==> src/rtl/cmp_cond_pkg.sv <==
package cmp_cond_pkg;
  localparam int NUM_CH = 2;

  typedef struct packed {
    logic [NUM_CH-1:0] setStb;
    logic [NUM_CH-1:0] clrStb;
  } flagStrobes_t;
endpackage

==> src/rtl/cmp_cond_datapath.sv <==
module cmp_cond_datapath
  import cmp_cond_pkg::*;
#(
  parameter int NUM_BLANK = 6,
  parameter int SEL_W     = 4,
  parameter int NUM_PINS  = 11
) (
  input  logic                      clk,
  input  logic                      rstN,
  input  logic [NUM_CH-1:0]         rawCmp,
  input  logic [NUM_CH-1:0]         chanEnable,
  input  logic [NUM_CH-1:0]         polarityInv,
  input  logic [NUM_CH*SEL_W-1:0]   blankSel,
  input  logic [NUM_BLANK-1:0]      blankStrobe,
  input  logic [NUM_PINS-1:0]       pinRoute,
  input  flagStrobes_t              strobes,
  output logic [NUM_CH-1:0]         chanOut,
  output logic [NUM_CH-1:0]         wakeOut,
  output logic [NUM_PINS-1:0]       pinOut,
  output logic [NUM_CH-1:0]         irqFlag
);
  for (genvar c = 0; c < NUM_CH; c++) begin : g_chan
    logic [SEL_W-1:0] selCode;
    logic             blankActive;
    logic             polOut;

    assign selCode = blankSel[c*SEL_W +: SEL_W];

    always_comb begin
      blankActive = 1'b0;
      for (int b = 0; b < NUM_BLANK; b++) begin
        if (selCode == SEL_W'(b + 1)) blankActive = blankStrobe[b];
      end
    end

    assign polOut     = rawCmp[c] ^ polarityInv[c];
    assign chanOut[c] = chanEnable[c] & polOut & ~blankActive;
    assign wakeOut[c] = chanOut[c];

    always_ff @(posedge clk or negedge rstN) begin
      if (!rstN) irqFlag[c] <= 1'b0;
      else if (strobes.setStb[c]) irqFlag[c] <= 1'b1;
      else if (strobes.clrStb[c]) irqFlag[c] <= 1'b0;
    end

    // a disabled channel never drives high
    a_r4_disabled_low: assert property (@(posedge clk) disable iff (!rstN)
      !chanEnable[c] |-> !chanOut[c]);
    // strobe 1 selected and high blanks the channel
    a_r2_blank_gate: assert property (@(posedge clk) disable iff (!rstN)
      (blankSel[c*SEL_W +: SEL_W] == SEL_W'(1) && blankStrobe[0]) |-> !chanOut[c]);
    // flag holds while no clear arrives
    a_r7_flag_hold: assert property (@(posedge clk) disable iff (!rstN)
      (irqFlag[c] && !strobes.clrStb[c]) |=> irqFlag[c]);
    // a lone clear drops the flag
    a_r7_flag_clear: assert property (@(posedge clk) disable iff (!rstN)
      (strobes.clrStb[c] && !strobes.setStb[c]) |=> !irqFlag[c]);
    // set wins over clear
    a_r8_set_wins: assert property (@(posedge clk) disable iff (!rstN)
      strobes.setStb[c] |=> irqFlag[c]);
  end

  for (genvar p = 0; p < NUM_PINS; p++) begin : g_pin
    assign pinOut[p] = pinRoute[p] ? chanOut[1] : chanOut[0];
  end
endmodule

==> src/rtl/cmp_cond_ctrl.sv <==
module cmp_cond_ctrl
  import cmp_cond_pkg::*;
#(
  parameter int SYNC_STAGES = 2
) (
  input  logic              clk,
  input  logic              rstN,
  input  logic [NUM_CH-1:0] chanOut,
  input  logic [NUM_CH-1:0] irqEnable,
  input  logic [NUM_CH-1:0] flagClear,
  input  logic [NUM_CH-1:0] irqFlag,
  output flagStrobes_t      strobes,
  output logic              irqLine
);
  localparam int LAST = SYNC_STAGES - 1;

  for (genvar c = 0; c < NUM_CH; c++) begin : g_sync
    logic [SYNC_STAGES-1:0] syncSh;

    always_ff @(posedge clk or negedge rstN) begin
      if (!rstN) syncSh <= '0;
      else       syncSh <= {syncSh[LAST-1:0], chanOut[c]};
    end

    assign strobes.setStb[c] = syncSh[LAST] & irqEnable[c];
    assign strobes.clrStb[c] = flagClear[c];
  end

  assign irqLine = |irqFlag;

  // the shared line moves only when a flag moves
  a_r9_irq_follows_flags: assert property (@(posedge clk) disable iff (!rstN)
    !$stable(irqLine) |-> !$stable(irqFlag));
endmodule

==> src/rtl/cmp_out_cond.sv <==
module cmp_out_cond
  import cmp_cond_pkg::*;
#(
  parameter int NUM_BLANK   = 6,
  parameter int SEL_W       = 4,
  parameter int NUM_PINS    = 11,
  parameter int SYNC_STAGES = 2
) (
  input  logic                    clk,
  input  logic                    rstN,
  input  logic [1:0]              rawCmp,
  input  logic [1:0]              chanEnable,
  input  logic [1:0]              polarityInv,
  input  logic [2*SEL_W-1:0]      blankSel,
  input  logic [NUM_BLANK-1:0]    blankStrobe,
  input  logic [1:0]              irqEnable,
  input  logic [1:0]              flagClear,
  input  logic [NUM_PINS-1:0]     pinRoute,
  output logic [1:0]              chanOut,
  output logic [1:0]              wakeOut,
  output logic [1:0]              irqFlag,
  output logic                    irqLine,
  output logic [NUM_PINS-1:0]     pinOut
);
  flagStrobes_t strobes;

  cmp_cond_datapath #(
    .NUM_BLANK(NUM_BLANK), .SEL_W(SEL_W), .NUM_PINS(NUM_PINS)
  ) datapath_i (
    .clk(clk), .rstN(rstN), .rawCmp(rawCmp), .chanEnable(chanEnable),
    .polarityInv(polarityInv), .blankSel(blankSel), .blankStrobe(blankStrobe),
    .pinRoute(pinRoute), .strobes(strobes), .chanOut(chanOut),
    .wakeOut(wakeOut), .pinOut(pinOut), .irqFlag(irqFlag)
  );

  cmp_cond_ctrl #(
    .SYNC_STAGES(SYNC_STAGES)
  ) ctrl_i (
    .clk(clk), .rstN(rstN), .chanOut(chanOut), .irqEnable(irqEnable),
    .flagClear(flagClear), .irqFlag(irqFlag), .strobes(strobes),
    .irqLine(irqLine)
  );
endmodule

==> config.mk <==
export PLATFORM = sky130hd
export DESIGN_NAME = cmp_out_cond
export DESIGN_NICKNAME = d
export VERILOG_FILES = /design/src/rtl/cmp_cond_pkg.sv /design/src/rtl/cmp_cond_datapath.sv /design/src/rtl/cmp_cond_ctrl.sv /design/src/rtl/cmp_out_cond.sv
export SDC_FILE = /design/constraint.sdc
export NUM_CORES = 1
export LEC_CHECK = 0
export ABC_AREA = 1
export BUFFER_PORTS_ARGS = -buffer_cell sky130_fd_sc_hd__buf_2
export CORE_ASPECT_RATIO = 0.9
export CORE_MARGIN = 3
export CORE_UTILIZATION = 35
export CTS_BUF_LIST = sky130_fd_sc_hd__clkbuf_8
export DETAILED_ROUTE_END_ITERATION = 10
export GPL_TIMING_DRIVEN = 0
export PLACE_DENSITY = 0.9
export SLEW_MARGIN = 40
export SYNTH_ARGS = -nofsm -noshare
export SYNTH_HDL_FRONTEND = slang
export SYNTH_SLANG_ARGS = --single-unit
export TNS_END_PERCENT = 1
==> constraint.sdc <==
create_clock -name clk -period 1.1 [get_ports clk]
set_input_delay 0.22 -clock clk [delete_from_list [all_inputs] [get_ports clk]]
set_output_delay 0.22 -clock clk [all_outputs]
set_load 0.005 [all_outputs]
* Word level (Yosys, flattened, before mapping)
Index checks and enable logic that the tools add are counted.
** Storage, ports and cells
- Output and inout bits :: 18
- Input bits :: 37
- Register bits :: 6
- Word-level logic and storage cells :: 56
** Cells by class
- Reductions and logical operators :: 3
- Equal/unequal tests :: 12
- Bitwise operators :: 10
- Multiplexer cells :: 27
** Operator list (number)
- $mux W1 :: 27
- $eq A4 B3 Y1 const B :: 6
- $eq A4 B2 Y1 const B :: 4
- $eq A4 B1 Y1 const B :: 2
- $and A1 B1 Y1 :: 6
- $reduce_bool A2 Y1 :: 2
- $not A1 Y1 :: 2
- $reduce_or A2 Y1 :: 1
- $xor A1 B1 Y1 :: 2

* Longest topological paths before layout
- Depth after elaboration :: 10
- Depth in mapped cells :: 9
- Depth with buffers taken out :: 7

* Cells and area by module
Synthesis repeated with hierarchy kept, for this count alone.
** Second synthesis, totals
- Cells, all modules :: 120
- Area, all modules :: 674.4 µm²
** Modules (own cells, without submodules)
- cmp_cond_datapath :: area each 533.0 µm², instances 1, cells each 107, seq. area each 50.0 µm²
- cmp_cond_ctrl :: area each 141.4 µm², instances 1, cells each 13, seq. area each 100.1 µm²

* Worst setup path before layout
No wires, ideal clock.
- Path kind :: input to output
- From :: input blankSel[6]
- To :: output wakeOut[1]
- Cell stages on the path :: 9
- Buffers on the path :: 2
- Data required time :: 880 ps
- Slack :: -41 ps
- Arrival :: 921 ps
- Cell sequence :: inv_1 nand2_1 nand2_1 nor2_1 nand3_2 buf_6 nand2_1 inv_1 buf_4
** Between the ends
- Cells in the longest elaborated chain, start to end :: 9
- Elaborated cells between the ends (all ways) :: 14
- Classes of those cells :: eq/ne (6); mux (6); bitwise (2)
** Ends and longest elaborated chain
- start, declared :: RTL line cmp_out_cond.sv:14 : input logic [2*SEL_W-1:0] blankSel,
- $eq A4 B1 Y1 :: RTL line cmp_cond_datapath.sv:32 : if (selCode == SEL_W'(b + 1)) blankActive = blankStrobe[b];
- $mux W1 (5 in series) :: RTL line cmp_cond_datapath.sv:32
- $mux W1 (*) :: RTL line cmp_cond_datapath.sv:32
- $not A1 Y1 (*) :: RTL line cmp_cond_datapath.sv:37 : assign chanOut[c] = chanEnable[c] & polOut & ~blankActive;
- $and A1 B1 Y1 (*) :: RTL line cmp_cond_datapath.sv:37
- end, declared :: RTL line cmp_out_cond.sv:20 : output logic [1:0] wakeOut,
Every way passes the cells marked *; elsewhere a longest branch is shown, timed or not.

* Worst setup path after layout
- From :: input blankSel[1]
- To :: output wakeOut[0]
Same word-level chain as after synthesis.

==> flow_summary.toml <==
[setup_path]
worst_path_largest_cell_delay_ps = 150
start_kind = "primary input"
worst-r2r-cell-count = 2
crit_type = "in2out"
worstPathArrival_ps = 1110
cp.depth = 10
end_kind = "output pin"
cpMostUsedCell = "buf_6"
critPathTopFamily = "buffers and inverters"
required_ps = 880
critPathBufInv = 5
crit_path_cell_trace = "buf_8 > nand2_2 > nor2_1 > nor2_1 > nand3_2 > buf_6 > nand2_2 > inv_2 > buf_6 > buf_6"
cpMaxStageDelayCell = "buf_6"
cp_max_fo = 5
r2r_slack_ps = 470

[synthesis]
syn_area_per_cell_um2 = 5.52
ys.warnings.count = 0
syn-instance-count = 116
synth_fp_nets = 153
netlist_area_um2 = 641
synth_seq_cells = 6
synth-seq-area-share = 0.234
synth_cell_types = 13

[floorplan]
num_rows = 14
die_x_um = 51.1
die_h_um = 46.6
initial_core_util = 0.377
die_area_um2 = 2380
io_pins = 55
design.core.area_um2 = 1700

[sta]
fin_ws_ps = -228
hold_violations = 0
min_period_ps = 1330
clock_skew_ps = 0.0805
fmax_mhz = 753
slew-limit-headroom = 0.890
period_share = 1.21
setup-tns-final_ps = -2620
drv_slew = 0
rsz0062_at_grt = "true"
tightest_slew_ps = 165
finalSetupViolations = 15

[global_routing]
use_met1 = 0.178
grt_max_degree = 11
grt_pass1_wl_mm = 3.18
grt_use_total = 0.174
gr-usage-met3 = 0.0227
grt_pass1_vias = 840
grt.busiest_layer = "met2"
antenna_found_initial = 0
grt_overflow_total = 0
globalRouteMet2Util = 0.368

[pwr]
switching_share = 0.289
pwr-share-seq = 0.250
leakage_nw = 0.747
power.density_nw_per_um2 = 836
internal_power_mw = 0.699
ir_drop_mv = 0.549
power_frac_clock = 0.320
power.total_mw = 0.983
combPwrFrac = 0.430
p_switching_mw = 0.284

[placed_design]
portBuffers = 54
place_congestion = 0.742
dp_cells = 194
dp_hpwl_mm = 1.60

[routing]
vias = 923
drt_iter0_markers = 24
ant_nets = 0
drtPass1Iterations = 4
drt-total-wl_mm = 2.05
vias_per_cell = 4.52
wl_per_cell_um = 10.0
drc = 0

[layout]
diodes = 0
drive_gt1_frac = 0.506
final_cells = 204
nNetsFinal = 219
synthToLayoutAreaGrowth_pct = 83.4

[clock_network]
cts-htree-levels = 1
clock_latency_ps = 210
clock-sinks = 6
cts.reportedPaths.clkPinSlew_ps = 30
cts_tree = "yes"
clockBufferDepth = 2
root_buffer = "clkbuf_8"
cts_buffers = 3

[outcome]
violations = "negative setup slack"
status = "finished, violations left"

[worst_hold_path]
worstHoldPathType = "in2reg"
min_path_cells = 2

[job]
drv_cap = 0
==> final timing paths <==
| kind | start | end |
|---|---|---|
| hold reg to reg | ctrl_i.g_sync[0].syncSh[0] | ctrl_i.g_sync[0].syncSh[1] |
| setup / recovery | blankSel[1] | wakeOut[0] |
| min in group asynchronous | rstN | ctrl_i.g_sync[1].syncSh[1] |
| max in group asynchronous | rstN | datapath_i.irqFlag[0] |
| setup reg to reg | datapath_i.irqFlag[1] | datapath_i.irqFlag[1] |
| hold / removal | flagClear[1] | datapath_i.irqFlag[1] |
==> logic make-up after synthesis <==
group                  share of synthesized area
AOI/OAI and AO/OA                         0.0469
buffers and inverters                      0.234
DFF                                        0.234
and+or+nand+nor                            0.484
==> flip-flops by register name (all words and copies together), names as in the netlist <==
| signal | cells |
|---|---|
| ctrl_i.g_sync.syncSh | 4 |
| datapath_i.irqFlag | 2 |
==> worst register-to-register path: cells and delay by family, from the launching register on <==
| family | cells | cell delay, ps |
|---|---|---|
| AOI/OAI and AO/OA | 1 | 70 |
| DFF | 1 | 360 |
| buffers and inverters | 1 | 70 |
==> layout make-up <==
type                    instances  area, µm²
flip-flops and latches          6        150
multi-input cells              78        388
well taps                      24       30.0
plain buffers                   6       70.1
fillers                       138        524
clock buffers                   3       41.3
repair buffers                 61        395
inverters                      26        100
==> layer usage <==
metal	vias to the layer above	wire (µm)	part of all wire
met1	401	792	0.39
met5	-	0	0
met2	46	1120	0.55
li1	476	-	-
met3	0	138	0.067
met4	0	0	0
==> through the flow <==
| stage | cell area (µm²) | hold slack (ps) | util | setup slack (ps) |
|---|---|---|---|---|
| floorplan | 671 | -75.6 | - | -0.778 |
| global placement | 971 | 44.9 | 0.571 | -313 |
| detailed placement | 971 | 46.8 | 0.571 | -343 |
| CTS | 1140 | 203 | 0.674 | -220 |
| global route | 1170 | 204 | 0.691 | -300 |
| finish | 1170 | 203 | 0.691 | -228 |
==> what timing repair did <==
item                                    in CTS  in global routing
hold buffers                                 1                  0
gates cloned                                 2                  0
hold endpoints to repair                     6                  0
setup buffers                                4                  0
endpoints found under the setup margin      15                 16
pin swaps                                   11                  4
gates resized for setup                     23                 10
==> cell usage after synthesis <==
| cell type | number | area, µm² |
|---|---|---|
| nand2_1 | 38 | 143 |
| inv_1 | 25 | 93.8 |
| nand3_1 | 22 | 110 |
| nor2_1 | 10 | 37.5 |
| dfrtp_1 | 6 | 150 |
| buf_4 | 3 | 22.5 |
| a21oi_1 | 2 | 10.0 |
| buf_6 | 2 | 22.5 |
| nand3_2 | 2 | 20.0 |
| o21ai_0 | 2 | 10.0 |
| o21ai_1 | 2 | 10.0 |
| clkbuf_4 | 1 | 7.51 |
| inv_2 | 1 | 3.75 |
==> cell usage in the layout (no fill, tap or decap), types with 5 or more instances in the layout <==
cell type and instances:
dfrtp_1 6, buf_6 13, inv_2 7, nor2_1 5, inv_1 18, nand3_1 22
nand2_1 31, buf_4 6, buf_2 44, nand2_2 7
==> power groups by stage <==
stage                     clock [mW]  sequential [mW]  combinational [mW]
after CTS                      0.328            0.245               0.405
after global routing           0.351            0.247               0.466
after detailed placement           0            0.248               0.343
after global placement             0            0.247               0.327
final                          0.315            0.246               0.422
after floorplan                    0            0.248               0.179
Note: power is estimated with default switching activity, not from simulation.
